**src/rtl/ts_pkg.sv**
```systemverilog
package ts_pkg;
  typedef enum logic [1:0] {
    RXM_V1_UDP   = 2'd0,
    RXM_V2_ONE   = 2'd1,
    RXM_V2_EVENT = 2'd2,
    RXM_OFF      = 2'd3
  } rx_mode_e;

  localparam int DIR_TX = 0;
  localparam int DIR_RX = 1;
  localparam int NDIR   = 2;
endpackage

```
**src/rtl/ts_rx_filter.sv**
```systemverilog
module ts_rx_filter
  import ts_pkg::*;
#(
  parameter int          ETH_W     = 16,
  parameter int          PORT_W    = 16,
  parameter int          MT_W      = 4,
  parameter logic [15:0] ETH_PTP   = 16'h88F7,
  parameter int          EVENT_CNT = 4
) (
  input  logic              sop,
  input  logic [1:0]        mode,
  input  logic [PORT_W-1:0] sel_port,
  input  logic [MT_W-1:0]   sel_code,
  input  logic [ETH_W-1:0]  ethertype,
  input  logic              is_udp,
  input  logic [PORT_W-1:0] dport,
  input  logic              ptp_v2,
  input  logic [MT_W-1:0]   msg_type,
  output logic              hit
);
  localparam logic [MT_W-1:0] EV_LIM = MT_W'(EVENT_CNT);

  logic l2_ok, l4_ok, code_ok, event_ok;
  rx_mode_e m;

  always_comb begin
    m        = rx_mode_e'(mode);
    l2_ok    = (ethertype == ETH_W'(ETH_PTP));
    l4_ok    = is_udp && (dport == sel_port);
    code_ok  = (msg_type == sel_code);
    event_ok = (msg_type < EV_LIM);
    unique case (m)
      RXM_V1_UDP:   hit = sop && l4_ok && !ptp_v2 && code_ok;
      RXM_V2_ONE:   hit = sop && (l2_ok || l4_ok) && ptp_v2 && code_ok;
      RXM_V2_EVENT: hit = sop && (l2_ok || l4_ok) && ptp_v2 && event_ok;
      default:      hit = 1'b0;
    endcase
  end
endmodule

```
**src/rtl/ts_stamp_slot.sv**
```systemverilog
module ts_stamp_slot #(
  parameter int TW = 64
) (
  input  logic          clk,
  input  logic          rst,
  input  logic          en,
  input  logic          hit,
  input  logic          rd_hi,
  input  logic [TW-1:0] time_in,
  output logic          valid,
  output logic [TW-1:0] stamp
);
  logic take;
  assign take = en && !valid && hit;

  always_ff @(posedge clk) begin
    if (rst) begin
      valid <= 1'b0;
      stamp <= '0;
    end else begin
      if (!en)                valid <= 1'b0;
      else if (valid && rd_hi) valid <= 1'b0;
      else if (take)           valid <= 1'b1;
      if (take) stamp <= time_in;
    end
  end

  // a capture takes the time of the qualifying cycle
  a_r2_capture: assert property (@(posedge clk) disable iff (rst)
    (en && !valid && hit) |=> (valid && stamp == $past(time_in)));
  // a locked slot holds its value
  a_r3_locked: assert property (@(posedge clk) disable iff (rst)
    (en && valid && !rd_hi) |=> (valid && $stable(stamp)));
  // reading the high word releases
  a_r4_release: assert property (@(posedge clk) disable iff (rst)
    (en && valid && rd_hi) |=> !valid);
  // disabled slot never holds a stamp
  a_r5_disabled: assert property (@(posedge clk) disable iff (rst)
    !en |=> !valid);
  // release cycle drops a coincident packet
  a_r11_no_take: assert property (@(posedge clk) disable iff (rst)
    (valid && rd_hi && hit) |=> $stable(stamp));
endmodule

```
**src/rtl/pkt_stamp_latch.sv**
```systemverilog
module pkt_stamp_latch
  import ts_pkg::*;
#(
  parameter int          TIME_W  = 64,
  parameter int          ETH_W   = 16,
  parameter int          PORT_W  = 16,
  parameter int          MT_W    = 4,
  parameter logic [15:0] ETH_PTP = 16'h88F7
) (
  input  logic                 clk,
  input  logic                 rst,
  input  logic [TIME_W-1:0]    systime,
  input  logic                 tx_en,
  input  logic                 tx_sop,
  input  logic                 tx_stamp_req,
  input  logic                 tx_rd_hi,
  input  logic                 rx_en,
  input  logic [1:0]           rx_mode,
  input  logic [PORT_W-1:0]    rx_sel_port,
  input  logic [MT_W-1:0]      rx_sel_code,
  input  logic                 rx_sop,
  input  logic [ETH_W-1:0]     rx_ethertype,
  input  logic                 rx_is_udp,
  input  logic [PORT_W-1:0]    rx_udp_dport,
  input  logic                 rx_ptp_v2,
  input  logic [MT_W-1:0]      rx_msg_type,
  input  logic                 rx_rd_hi,
  output logic                 tx_valid,
  output logic [TIME_W/2-1:0]  tx_stamp_lo,
  output logic [TIME_W/2-1:0]  tx_stamp_hi,
  output logic                 rx_valid,
  output logic [TIME_W/2-1:0]  rx_stamp_lo,
  output logic [TIME_W/2-1:0]  rx_stamp_hi
);
  localparam int HALF = TIME_W / 2;

  logic              en_v    [NDIR];
  logic              hit_v   [NDIR];
  logic              rd_v    [NDIR];
  logic              valid_v [NDIR];
  logic [TIME_W-1:0] stamp_v [NDIR];
  logic              rx_hit;

  ts_rx_filter #(
    .ETH_W(ETH_W), .PORT_W(PORT_W), .MT_W(MT_W), .ETH_PTP(ETH_PTP), .EVENT_CNT(4)
  ) u_filter (
    .sop(rx_sop), .mode(rx_mode), .sel_port(rx_sel_port), .sel_code(rx_sel_code),
    .ethertype(rx_ethertype), .is_udp(rx_is_udp), .dport(rx_udp_dport),
    .ptp_v2(rx_ptp_v2), .msg_type(rx_msg_type), .hit(rx_hit)
  );

  assign en_v[DIR_TX]  = tx_en;
  assign hit_v[DIR_TX] = tx_sop && tx_stamp_req;
  assign rd_v[DIR_TX]  = tx_rd_hi;
  assign en_v[DIR_RX]  = rx_en;
  assign hit_v[DIR_RX] = rx_hit;
  assign rd_v[DIR_RX]  = rx_rd_hi;

  for (genvar d = 0; d < NDIR; d++) begin : g_dir
    ts_stamp_slot #(.TW(TIME_W)) u_slot (
      .clk(clk), .rst(rst), .en(en_v[d]), .hit(hit_v[d]), .rd_hi(rd_v[d]),
      .time_in(systime), .valid(valid_v[d]), .stamp(stamp_v[d])
    );
  end

  assign tx_valid    = valid_v[DIR_TX];
  assign tx_stamp_lo = stamp_v[DIR_TX][HALF-1:0];
  assign tx_stamp_hi = stamp_v[DIR_TX][TIME_W-1:HALF];
  assign rx_valid    = valid_v[DIR_RX];
  assign rx_stamp_lo = stamp_v[DIR_RX][HALF-1:0];
  assign rx_stamp_hi = stamp_v[DIR_RX][TIME_W-1:HALF];

  // filter off mode never produces a receive stamp
  a_r9_mode_off: assert property (@(posedge clk) disable iff (rst)
    (rx_mode == 2'd3 && !rx_valid) |=> !rx_valid);
  // receive traffic alone leaves the transmit stamp alone
  a_r10_tx_isolated: assert property (@(posedge clk) disable iff (rst)
    (tx_valid && tx_en && !tx_rd_hi) |=> ($stable(tx_stamp_lo) && $stable(tx_stamp_hi)));
endmodule

```
**config.mk**
```make
export PLATFORM = sky130hd
export DESIGN_NAME = pkt_stamp_latch
export DESIGN_NICKNAME = d
export VERILOG_FILES = /design/src/rtl/ts_pkg.sv /design/src/rtl/ts_rx_filter.sv /design/src/rtl/ts_stamp_slot.sv /design/src/rtl/pkt_stamp_latch.sv
export SDC_FILE = /design/constraint.sdc
export NUM_CORES = 1
export LEC_CHECK = 0
export CAP_MARGIN = 20
export CORE_MARGIN = 2
export CORE_UTILIZATION = 32
export CTS_CLUSTER_DIAMETER = 40
export DETAILED_ROUTE_END_ITERATION = 6
export PLACE_DENSITY = 0.63
export SLEW_MARGIN = 20
export SYNTH_ARGS = -nofsm -noshare
export SYNTH_HDL_FRONTEND = slang
export SYNTH_SLANG_ARGS = --single-unit
```
**constraint.sdc**
```tcl
create_clock -name clk -period 1.7 [get_ports clk]
set_input_delay 0.17 -clock clk [delete_from_list [all_inputs] [get_ports clk]]
set_output_delay 0.17 -clock clk [all_outputs]
set_load 0.05 [all_outputs]
```
# ---- After elaboration in Yosys (flattened, before gate mapping)
# Cells that the tools add are included.
dict set report classes {
  n_mux 1
  n_lt_le_gt_ge 1
  n_reduce_logical 22
  n_bitwise 2
  eq_ne 5
}
# operator count
set ops {}
lappend ops {{$eq A16 B16 Y1} 1}
lappend ops {{$eq A16 B16 Y1 const B} 1}
lappend ops {{$logic_and A1 B1 Y1} 15}
lappend ops {{$reduce_or A3 Y1} 2}
lappend ops {{$eq A4 B4 Y1} 1}
lappend ops {{$lt A4 B3 Y1 const B} 1}
lappend ops {{$logic_not A1 Y1} 3}
lappend ops {{$pmux W1 S3} 1}
lappend ops {{$eq A2 B1 Y1 const B} 1}
lappend ops {{$eq A2 B2 Y1 const B} 1}
lappend ops {{$logic_not A2 Y1} 1}
lappend ops {{$not A1 Y1} 2}
lappend ops {{$logic_or A1 B1 Y1} 1}
dict set report totals {
  out_inout_bits 130
  register_bits 130
  in_bits 133
  word_cells 35
}

# ---- Logic depth before layout (Yosys ltp)
dict set report logic_depth {
  word_depth 8
  ltp_mapped 10
  depth_no_buf 7
}

# ---- By module
# From an unflattened synthesis, not the netlist that was laid out.
dict set report unflattened {
  hier_cells 611
  hier_area_um2 6293.5
}
# mod area_per_inst_um2 n_inst cells_each seq_area_each_um2
set by_module_without_submodules {}
lappend by_module_without_submodules {ts_stamp_slot 2962.8 2 283 1301.2}
lappend by_module_without_submodules {ts_rx_filter 361.6 1 44 0.0}
lappend by_module_without_submodules {pkt_stamp_latch 6.3 1 1 0.0}

# ---- Least setup slack after synthesis
# OpenSTA, ideal clock, no wires.
dict set report synth_timing {
  kind {reg2reg}
  start {register g_dir[1].u_slot.valid}
  end {register g_dir[1].u_slot.stamp[13]}
  path_stages_with_launch 7
  path_buffers 2
  t_arrival_ns 1.874
  t_required_ns 1.636
  path_slack_ns -0.239
  synth_period_minus_slack_ns 1.939
  setup_time_ns 0.064
  cell_sequence {dfxtp_1 > nor4bb_1 > o2111ai_2 > buf_6 > buf_6 > or4_1 > nand4_1}
}
dict set report synth_via {
  elab_chain_len 3
}
# element line
set synth_rtl {}
lappend synth_rtl {{start, declared} ts_stamp_slot.sv:10} ;# output logic valid,
lappend synth_rtl {{start signal, assigned} ts_stamp_slot.sv:18} ;# valid <= 1'b0;
lappend synth_rtl {{start signal, assigned} ts_stamp_slot.sv:21} ;# if (!en) valid <= 1'b0;
lappend synth_rtl {{start signal, assigned} ts_stamp_slot.sv:22} ;# else if (valid && rd_hi) valid <= 1'b0;
lappend synth_rtl {{$logic_not A1 Y1} ts_stamp_slot.sv:14} ;# assign take = en && !valid && hit;
lappend synth_rtl {{$logic_and A1 B1 Y1 (2 in series)} ts_stamp_slot.sv:14}
lappend synth_rtl {{end signal, assigned} ts_stamp_slot.sv:24} ;# if (take) stamp <= time_in;
lappend synth_rtl {{end, declared} ts_stamp_slot.sv:11} ;# output logic [TW-1:0] stamp
# No other way between the ends.
# A chain may end at the register's enable or synchronous reset.

# ---- Worst setup path after layout
dict set report layout_timing {
  start {register g_dir[1].u_slot.valid}
  end {register g_dir[1].u_slot.stamp[11]}
}
# The elaborated chain is that of the path after synthesis.

==> results.py <==
metrics = {
    "run_status": {
        "status": "complete, but fails checks",
        "failed_checks": "setup timing",
    },
    "synthesis": {
        "yosys_warnings": 0,
        "syn_nets": 1000,
        "synth_seq_area_share": 0.390,
        "synth_area_um2": 6680,
        "syn_avg_cell_area_um2": 7.73,
        "ys_ff_latch": 130,
        "netlist_instances": 864,
        "yosysUniqueCellTypes": 32,
    },
    "setup_path": {
        "r2r_start": "g_dir[1].u_slot.valid$_SDFFE_PP0P_",
        "crit_type": "reg2reg",
        "r2r-end": "g_dir[1].u_slot.stamp[11]$_SDFFE_PP0P_",
        "reg2reg_depth": 6,
        "crit_arrival_ns": 2.26,
        "rrSetupSlack_ns": -0.20,
        "critPathLaunchType": "register",
        "worstPathMaxFanout": 8,
        "end_kind": "register",
        "crit_required_ns": 2.06,
    },
    "cts": {
        "clock-root-buffer": "clkbuf_16",
        "htreeDepth": 4,
        "cts_tree": "done",
        "cts.sinks": 130,
        "numCtsBuffers": 17,
        "clkTransAtPathRegs_ns": 0.06,
        "insertion_delay_ns": 0.42,
        "clockBufferDepth": 2,
        "postCtsHoldBufs": 0,
    },
    "drt": {
        "first_pass_iters": 5,
        "routed_wl_um": 25200,
        "avgViaCountPerCell": 5.47,
        "drtIter0Drc": 359,
        "drc": 0,
        "wl_per_cell_um": 17.8,
        "ant_nets": 0,
        "num_vias": 7723,
    },
    "floorplanning": {
        "initial_core_util": 0.328,
        "die_y_um": 148,
        "core_area_um2": 20400,
        "num_rows": 52,
        "die_x_um": 148,
        "io-pin-count": 263,
        "die_area_um2": 22000,
    },
    "placement": {
        "dp_hpwl_um": 14600,
        "place_area_um2": 9700,
        "place_congestion": 0.767,
        "io_buffers": 262,
        "pre_cts_ws_ns": -0.689,
    },
    "sta": {
        "rsz0062_at_grt": "yes",
        "max_freq_ghz": 0.528,
        "period_share": 1.12,
        "hold_viol_final": 0,
        "worst_slack_ns": -0.196,
        "clock_skew_ns": 0.00735,
        "finalMaxSlewViolations": 0,
        "relSlewSlack": 0.504,
        "worstMarginPinSlew_ns": 0.745,
        "setup_viol": 64,
        "layout_min_cycle_time_ns": 1.90,
        "finalSetupTns_ns": -9.78,
    },
    "global_route": {
        "grt_overflow": 0,
        "grt_pass1_wl_um": 37200,
        "grt_pass1_vias": 6853,
        "track_usage": 0.210,
        "grt_antenna_before_repair": 0,
        "grt_max_degree": 66,
    },
    "power_and_ir_drop": {
        "leakage_nw": 4.71,
        "power-per-cell-area_nw_per_um2": 727,
        "switching_share": 0.254,
        "power.share.sequential": 0.385,
        "power_switching_mw": 2.06,
        "p_comb_frac": 0.129,
        "clock_power_share": 0.486,
        "intPower_mw": 6.04,
        "peakVddDrop_mv": 0.657,
    },
    "layout": {
        "fin_util": 0.547,
        "fin_nets": 1266,
        "drive_gt1_frac": 0.205,
        "design_area_um2": 11100,
        "nFillCells": 1925,
        "antennaDiodeCount": 0,
        "area_growth_syn_to_layout_pct": 66.9,
    },
    "hold_path": {
        "worstHoldStart": "rst",
        "min_to": "g_dir[1].u_slot.stamp[47]$_SDFFE_PP0P_",
        "whs_path_depth": 4,
        "hp-class": "in2reg",
    },
    "run": {
        "cap_violations": 0,
    },
}
## metal layers
metal  vias up  global-route usage  wire, um
met1      3696               0.270     11000
li1       3765                   -         -
met4         0              0.0643       437
met2       232               0.344     12100
met5         -                   0         0
met3        30              0.0555      1670
## placed cells by master (no fill, tap or decap), types with 11 or more instances in the layout
cell type | netlist | layout
nand2_1 | 195 | 195
dfxtp_1 | 130 | 129
buf_4 | 0 | 97
dlygate4sd2_1 | 0 | 96
clkdlybuf4s50_1 | 0 | 83
nand3_1 | 67 | 64
nand4_1 | 64 | 64
a21oi_1 | 64 | 64
o2111ai_1 | 64 | 62
or3_1 | 64 | 62
or4_1 | 64 | 40
clkbuf_16 | 0 | 27
or4_4 | 0 | 24
xor2_1 | 19 | 18
buf_6 | 6 | 18
dlymetal6s2s_1 | 0 | 15
buf_12 | 0 | 15
buf_16 | 0 | 11
## worst max path at each step
stage,from,endpoint,slack (ns)
6_report,g_dir[1].u_slot.valid$_SDFFE_PP0P_,g_dir[1].u_slot.stamp[11]$_SDFFE_PP0P_,-0.20
5_1_grt,g_dir[1].u_slot.valid$_SDFFE_PP0P_,g_dir[1].u_slot.stamp[56]$_SDFFE_PP0P_,-0.29
4_1_cts,g_dir[1].u_slot.valid$_SDFFE_PP0P_,g_dir[1].u_slot.stamp[26]$_SDFFE_PP0P_,-0.23
3_5_place_dp,rx_mode[0],g_dir[1].u_slot.stamp[27]$_SDFFE_PP0P_,-0.69
3_3_place_gp,rx_msg_type[3],g_dir[1].u_slot.stamp[26]$_SDFFE_PP0P_,-0.67
2_1_floorplan,rx_ethertype[8],g_dir[1].u_slot.stamp[17]$_SDFFE_PP0P_,-0.05
## power by group through the flow
stage / sequential (mW) / combinational, mW / clock, mW
final: 3.12 / 1.04 / 3.94
after global routing: 3.12 / 1.11 / 4.14
after CTS: 3.12 / 1.03 / 3.99
after detailed placement: 3.19 / 1.05 / 0
after global placement: 3.19 / 1.04 / 0
after floorplan: 3.36 / 0.285 / 0
## cells in the mapped netlist
master / number / share of area
nor4bb_1: 1 / 0.0015
o21ai_0: 1 / 0.00075
and4b_1: 1 / 0.0015
xor2_1: 19 / 0.025
a221oi_1: 1 / 0.0013
and4_1: 1 / 0.0013
a21oi_1: 64 / 0.048
nor4_1: 3 / 0.0028
nor2_1: 2 / 0.0011
inv_1: 4 / 0.0022
nand3_1: 67 / 0.050
nor4_2: 1 / 0.0019
nor3_1: 1 / 0.00075
nand2_1: 195 / 0.11
o41ai_2: 1 / 0.0024
clkbuf_1: 85 / 0.048
o2111ai_2: 1 / 0.0022
ha_1: 3 / 0.0056
or4_1: 64 / 0.072
nand4_1: 64 / 0.060
or4b_1: 1 / 0.0015
dfxtp_1: 130 / 0.39
clkbuf_2: 1 / 0.00075
xnor2_1: 1 / 0.0013
buf_6: 6 / 0.010
mux2_2: 1 / 0.0017
o2111ai_1: 64 / 0.084
o221ai_1: 1 / 0.0013
buf_2: 3 / 0.0022
nand4b_1: 3 / 0.0039
buf_1: 10 / 0.0056
or3_1: 64 / 0.060
## cell type report
type                            instances  area [um2]  share of cell area
Multi-Input combinational cell        625        3840               0.344
Timing Repair Buffer                  352        3720               0.333
Sequential cell                       130        2610               0.234
Clock buffer                           21         482              0.0432
Tap cell                              270         338              0.0303
Clock inverter                         11         149              0.0134
Inverter                                4        20.0             0.00180
## worst max-delay path, stage by stage, from the launching register on
cell and delay (ns):
dfxtp_4 0.35, nor4bb_4 0.30, o2111ai_4 0.24, clkbuf_16 0.26, clkbuf_16 0.17, or4_4 0.41, nand4_1 0.10
## through the flow
step / cells / power (mW) / hold WS [ns]
floorplan: 864 / 3.65 / 0.286
global placement: 1343 / 4.23 / 0.440
detailed placement: 1343 / 4.24 / 0.446
CTS: 1398 / 8.14 / 0.221
global route: 1413 / 8.38 / 0.259
finish: 1413 / 8.10 / 0.236
## registers in the layout, indices dropped and copies added (netlist names)
signal	cells
g_dir.u_slot.valid	2
g_dir.u_slot.stamp	128
## logic make-up (layout without fill, tap and decap cells)
| group | Yosys count | in the layout | synth area share |
|---|---|---|---|
| AND/OR/NAND/NOR | 468 | 468 | 0.368 |
| adder cells (fa/ha/maj) | 3 | 3 | 0.00562 |
| flip-flops | 130 | 130 | 0.390 |
| multiplexers | 1 | 1 | 0.00169 |
| buffers and inverters | 109 | 388 | 0.0688 |
| AO/OA/AOI/OAI | 133 | 133 | 0.140 |
| XOR/XNOR | 20 | 20 | 0.0262 |
## repair_timing
action,CTS,global route
pin swaps,23,66
setup endpoints to repair,132,65
gates cloned,11,9
buffers inserted,12,9
gates resized for setup,125,73
Note: power is estimated with default switching activity, not from simulation.
